**src/rtl/asram_pkg.sv**
```systemverilog
package asram_pkg;

  typedef enum logic [2:0] {
    ST_IDLE,
    ST_TURN,
    ST_RD,
    ST_WR_SET,
    ST_WR_PULSE,
    ST_WR_HOLD
  } seq_st_t;

  // ceiling division, never below one cycle
  function automatic int cyc_of(input int t_ns, input int clk_ns);
    int c;
    c = (t_ns + clk_ns - 1) / clk_ns;
    return (c < 1) ? 1 : c;
  endfunction

  function automatic int max2(input int a, input int b);
    return (a > b) ? a : b;
  endfunction

endpackage

```
**src/rtl/asram_wait_cnt.sv**
```systemverilog
module asram_wait_cnt #(
  parameter int CW = 4
) (
  input  logic          clk_i,
  input  logic          rst_i,
  input  logic          load_i,
  input  logic [CW-1:0] load_val_i,
  output logic          zero_o
);
  logic [CW-1:0] cnt_q;

  always_ff @(posedge clk_i) begin
    if (rst_i)            cnt_q <= '0;
    else if (load_i)      cnt_q <= load_val_i;
    else if (cnt_q != '0) cnt_q <= cnt_q - 1'b1;
  end

  assign zero_o = (cnt_q == '0);
endmodule

```
**src/rtl/asram_rd_capture.sv**
```systemverilog
module asram_rd_capture #(
  parameter int DW = 8
) (
  input  logic          clk_i,
  input  logic          rst_i,
  input  logic          cap_i,
  input  logic          fin_i,
  input  logic [DW-1:0] din_i,
  output logic [DW-1:0] dout_o,
  output logic          done_o
);
  always_ff @(posedge clk_i) begin
    if (rst_i) begin
      dout_o <= '0;
      done_o <= 1'b0;
    end else begin
      done_o <= fin_i;
      if (cap_i) dout_o <= din_i;
    end
  end
endmodule

```
**src/rtl/asram_ctrl.sv**
```systemverilog
module asram_ctrl
  import asram_pkg::*;
#(
  parameter int AW        = 15,
  parameter int DW        = 8,
  parameter int CLK_NS    = 8,
  parameter int T_AA_NS   = 10,
  parameter int T_PWE_NS  = 7,
  parameter int T_SD_NS   = 5,
  parameter int T_HZOE_NS = 5
) (
  input  logic          clk_i,
  input  logic          rst_i,
  input  logic          req_i,
  input  logic          req_we_i,
  input  logic [AW-1:0] req_addr_i,
  input  logic [DW-1:0] req_wdata_i,
  output logic          busy_o,
  output logic          done_o,
  output logic [DW-1:0] rdata_o,
  output logic          sram_ce_n_o,
  output logic          sram_oe_n_o,
  output logic          sram_we_n_o,
  output logic [AW-1:0] sram_addr_o,
  output logic [DW-1:0] sram_dq_o,
  output logic          sram_dq_oe_o,
  input  logic [DW-1:0] sram_dq_i
);
  localparam int RD_CYC = cyc_of(T_AA_NS, CLK_NS);
  localparam int WR_CYC = max2(cyc_of(T_PWE_NS, CLK_NS), cyc_of(T_SD_NS, CLK_NS));
  localparam int HZ_CYC = cyc_of(T_HZOE_NS, CLK_NS);
  localparam int MAXC   = max2(RD_CYC, max2(WR_CYC, HZ_CYC));
  localparam int CW     = $clog2(MAXC + 1) + 1;

  seq_st_t       state_q;
  logic          last_rd_q;
  logic          cnt_load, cnt_zero, cap, fin;
  logic [CW-1:0] cnt_val;

  asram_wait_cnt #(.CW(CW)) u_wait (
    .clk_i(clk_i), .rst_i(rst_i), .load_i(cnt_load),
    .load_val_i(cnt_val), .zero_o(cnt_zero)
  );

  asram_rd_capture #(.DW(DW)) u_cap (
    .clk_i(clk_i), .rst_i(rst_i), .cap_i(cap), .fin_i(fin),
    .din_i(sram_dq_i), .dout_o(rdata_o), .done_o(done_o)
  );

  always_comb begin
    cnt_load = 1'b0;
    cnt_val  = '0;
    cap      = 1'b0;
    fin      = 1'b0;
    case (state_q)
      ST_IDLE: if (req_i) begin
        cnt_load = 1'b1;
        if (!req_we_i)     cnt_val = CW'(RD_CYC - 1);
        else if (last_rd_q) cnt_val = CW'(HZ_CYC - 1);
      end
      ST_WR_SET: begin
        cnt_load = 1'b1;
        cnt_val  = CW'(WR_CYC - 1);
      end
      ST_RD:      if (cnt_zero) begin cap = 1'b1; fin = 1'b1; end
      ST_WR_HOLD: fin = 1'b1;
      default: ;
    endcase
  end

  always_ff @(posedge clk_i) begin
    if (rst_i) begin
      state_q      <= ST_IDLE;
      last_rd_q    <= 1'b0;
      sram_ce_n_o  <= 1'b1;
      sram_oe_n_o  <= 1'b1;
      sram_we_n_o  <= 1'b1;
      sram_addr_o  <= '0;
      sram_dq_o    <= '0;
      sram_dq_oe_o <= 1'b0;
    end else begin
      case (state_q)
        ST_IDLE: if (req_i) begin
          sram_addr_o <= req_addr_i;
          sram_dq_o   <= req_wdata_i;
          last_rd_q   <= !req_we_i;
          if (!req_we_i) begin
            state_q     <= ST_RD;
            sram_ce_n_o <= 1'b0;
            sram_oe_n_o <= 1'b0;
          end else if (last_rd_q) begin
            state_q <= ST_TURN;
          end else begin
            state_q      <= ST_WR_SET;
            sram_ce_n_o  <= 1'b0;
            sram_dq_oe_o <= 1'b1;
          end
        end
        ST_TURN: if (cnt_zero) begin
          state_q      <= ST_WR_SET;
          sram_ce_n_o  <= 1'b0;
          sram_dq_oe_o <= 1'b1;
        end
        ST_RD: if (cnt_zero) begin
          state_q     <= ST_IDLE;
          sram_ce_n_o <= 1'b1;
          sram_oe_n_o <= 1'b1;
        end
        ST_WR_SET: begin
          state_q     <= ST_WR_PULSE;
          sram_we_n_o <= 1'b0;
        end
        ST_WR_PULSE: if (cnt_zero) begin
          state_q     <= ST_WR_HOLD;
          sram_we_n_o <= 1'b1;
        end
        ST_WR_HOLD: begin
          state_q      <= ST_IDLE;
          sram_ce_n_o  <= 1'b1;
          sram_dq_oe_o <= 1'b0;
        end
        default: state_q <= ST_IDLE;
      endcase
    end
  end

  assign busy_o = (state_q != ST_IDLE);
endmodule

```
**config.mk**
```make
export PLATFORM = sky130hd
export DESIGN_NAME = asram_ctrl
export DESIGN_NICKNAME = d
export VERILOG_FILES = /design/src/rtl/asram_pkg.sv /design/src/rtl/asram_wait_cnt.sv /design/src/rtl/asram_rd_capture.sv /design/src/rtl/asram_ctrl.sv
export SDC_FILE = /design/constraint.sdc
export NUM_CORES = 1
export LEC_CHECK = 0
export ABC_AREA = 1
export BUFFER_PORTS_ARGS = -buffer_cell sky130_fd_sc_hd__buf_4
export CAP_MARGIN = 20
export CORE_MARGIN = 1.5
export CORE_UTILIZATION = 52
export DETAILED_ROUTE_END_ITERATION = 10
export GPL_ROUTABILITY_DRIVEN = 1
export PLACE_DENSITY = 0.8
export SETUP_SLACK_MARGIN = 0.1
export SYNTH_ARGS = -nofsm -noshare
export SYNTH_HDL_FRONTEND = slang
export SYNTH_HIERARCHICAL = 1
export SYNTH_SLANG_ARGS = --single-unit
```
**constraint.sdc**
```tcl
create_clock -name clk_i -period 4.29 [get_ports clk_i]
set_clock_uncertainty 0.1 [all_clocks]
set_input_delay 0.858 -clock clk_i [delete_from_list [all_inputs] [get_ports clk_i]]
set_output_delay 0.858 -clock clk_i [all_outputs]
set_load 0.01 [all_outputs]
```
==> reports/results.ini <==
[cells_and_area]
final_nets=367
area_delta_synth_final_pct=30.62
final_layout_size_suffix_gt1_share_pct=26.59
num_antenna_cells=0
fill_cells=300
ff_latch_area_um2=860.8
final_area_um2=2450
multiInputGateArea_um2=742.0
layout.cells.non_filler=377

[yosys]
synth-compound-area-share_pct=16.48
synthTopCellsByArea=dfxtp_1 46%, inv_1 10%, nand2_1 8.2%, a21oi_1 7.2%, o21ai_0 6.7%
synth_simple_gate_area_share_pct=20.88
synth_area_um2=1876
syn_area_per_cell_um2=7.214
syn_inst=260
synthXorXnorAreaFrac_pct=0.4670
synth-seq-cells=43
synthDistinctLibCells=26
ys_warn_count=6
yosysTopAreaCell=dfxtp_1
muxShareOfSynthArea_pct=0
synthAdderAreaFrac_pct=1.334
synth_top_family_by_area=simple AND/OR/NAND/NOR gates
yosys.area.top_type_share_pct=45.90
synth-seq-area-share_pct=45.90

[setup_path]
critPathMaxStageDelay_ns=0.62
cp-start-kind=flip-flop
crit_type=reg2reg
path_delay_family=simple AND/OR/NAND/NOR gates
crit_required_ns=4.45
slowest_stage=nand3_2
cp-end-kind=flip-flop
worstPathBufferInverterCount=2
cp_max_fo=48
path_cells=nor2_4 -> nand3_2 -> nand2_1 -> inv_2 -> nand3_2 -> inv_1 -> nor2_1 -> nor2_1
crit_arrival_ns=2.40

[place]
dpl.cell_count=369
place_hpwl_um=2783
post-place-ws_ns=1.698
place_area_um2=2396
port_buffers=71
place_congestion=0.7969

[detailed_routing]
drc_errors=0
wl_per_cell_um=9.796
routed_wl_um=3693
drt_iter0_drc=63
via_per_inst=4.594
vias=1732
dr.pass1.iters=4
final_antenna_net_count=0

[die]
ios=72
coreArea_um2=3390
start_util_pct=55.33
rows=21
die_w_um=63.06
die_h_um=63.06
fp.dieArea_um2=3976

[timing]
setup_violations=0
fin_crit_ns=2.239
fin_crit_sh_pct=52.19
fmax_ghz=0.4466
worst_pin_slew_ns=0.7739
maxSlewHeadroom_pct=48.35
rsz0062_at_grt=no
finalSetupTns_ns=0
hold_viol=0
drv_slew=0
worst_slack_ns=2.051

[grt]
grt_usage_pct=19.98
grt_pass1_vias=1550
grt_max_degree=49
grt_pass1_wl_um=6417
grt_antenna_before_repair=0
grt_overflow=0

[clocking]
cts_resized=0
clkSinkCount=43
cts_tree=done
hold_buffers=0
cts_root_buf=clkbuf_4
clk_pin_slew_ns=0.12
cts.path.max_buffers=2
clk_latency_ns=0.34
post_cts_buffers=0
cts_buffers=5
htreeDepth=2

[hold_path]
hp-class=reg2reg

[flow_run]
maxCapViolations=0

[power_and_ir_drop]
p_per_area_nw_per_um2=597.8
power_leakage_nw=1.227
vdd_ir_drop_max_v=0.0002932

[run_status]
outcome=finished, final reports clean

## cell families after synthesis
| family | count (synthesis) |
|---|---|
| AOI/OAI and AO/OA | 59 |
| DFF | 43 |
| buffers and inverters | 63 |
| other | 1 |
| and+or+nand+nor | 91 |
| adders and majority gates | 2 |
| xor gates and xnor gates | 1 |
## placed cells by master (no fill, tap or decap)
master / Yosys / routed
a21oi_1: 27 / 27
a21oi_2: 3 / 3
buf_4: 0 / 71
clkbuf_1: 2 / 1
clkbuf_4: 0 / 5
clkinv_1: 1 / 1
clkinv_2: 0 / 1
clkinvlp_4: 0 / 1
conb_1: 1 / 2
dfxtp_1: 43 / 43
ha_1: 2 / 2
inv_1: 51 / 51
inv_2: 2 / 2
nand2_1: 41 / 41
nand2_2: 1 / 1
nand3_1: 9 / 9
nand3_2: 2 / 2
nand3b_1: 1 / 1
nand4_1: 3 / 3
nor2_1: 30 / 30
nor2_2: 1 / 1
nor2_4: 1 / 1
nor3_1: 2 / 2
o21ai_0: 25 / 25
o21ai_1: 3 / 3
o21bai_1: 1 / 1
xnor2_1: 1 / 1
## per-layer routing
metal  vias up  routed length [µm]  global-route usage, %
li1        942                   -                      -
met1       734                1676                  24.80
met2        54                1771                  33.38
met3         2                 232                  4.821
met4         0                  14                  7.778
met5         -                   0                      0
## cell type report
type	count	area share, %
Sequential cell	43	35.14
Multi-Input combinational cell	155	30.29
Timing Repair Buffer	71	21.76
Inverter	54	8.274
Tap cell	46	2.349
Clock buffer	6	1.685
Clock inverter	2	0.5107
## synth_stat cells
master    count
a21oi_1      27
a21oi_2       3
buf_2         1
buf_6         5
clkbuf_1      2
clkbuf_2      1
clkinv_1      1
conb_1        1
dfxtp_1      43
ha_1          2
inv_1        51
inv_2         2
nand2_1      41
nand2_2       1
nand3_1       9
nand3_2       2
nand3b_1      1
nand4_1       3
nor2_1       30
nor2_2        1
nor2_4        1
nor3_1        2
o21ai_0      25
o21ai_1       3
o21bai_1      1
xnor2_1       1
## worst reg2reg max path: cells and delay by family (launching register included)
kind / cells / cell delay (ns)
buffers and inverters: 2 / 0.14
AND/OR/NAND/NOR: 6 / 1.51
flip-flops: 1 / 0.41
## where the power goes
| group | switching (mW) | internal (mW) | total (mW) | leakage (nW) |
|---|---|---|---|---|
| Sequential | 0.0772 | 0.525 | 0.602 | 0.355 |
| Clock | 0.124 | 0.0633 | 0.188 | 0.0282 |
| Combinational | 0.378 | 0.297 | 0.675 | 0.845 |
| Total | 0.579 | 0.885 | 1.46 | 1.23 |
## per-stage QoR
| step | power [mW] | hold slack, ns | util (%) |
|---|---|---|---|
| after CTS | 1.479 | 0.3554 | 72.28 |
| after floorplan | 1.060 | 0.3419 | - |
| after global placement | 1.274 | 0.3329 | 70.69 |
| final | 1.464 | 0.3535 | 72.28 |
| after global routing | 1.604 | 0.3723 | 72.28 |
| after detailed placement | 1.289 | 0.3372 | 70.69 |
## flip-flops by register name, summed over array words and instances (netlist names)
| name | cells |
|---|---|
| sram_dq_o | 8 |
| sram_ce_n_o | 1 |
| u_wait/cnt_q | 3 |
| sram_oe_n_o | 1 |
| u_cap/dout_o | 8 |
| sram_we_n_o | 1 |
| u_cap/done_o | 1 |
| last_rd_q | 1 |
| state_q | 3 |
| sram_addr_o | 15 |
| sram_dq_oe_o | 1 |
## path summary, 6_finish.rpt
check	from	endpoint	slack, ns	cells past startpoint
max	state_q[0]	u_wait/cnt_q[1]	2.05	8
min	sram_addr_o[4]	sram_addr_o[4]	0.35	2
max reg2reg	state_q[0]	u_wait/cnt_q[1]	2.05	8
min reg2reg	sram_addr_o[4]	sram_addr_o[4]	0.35	2
Note: power is estimated with default switching activity, not from simulation.
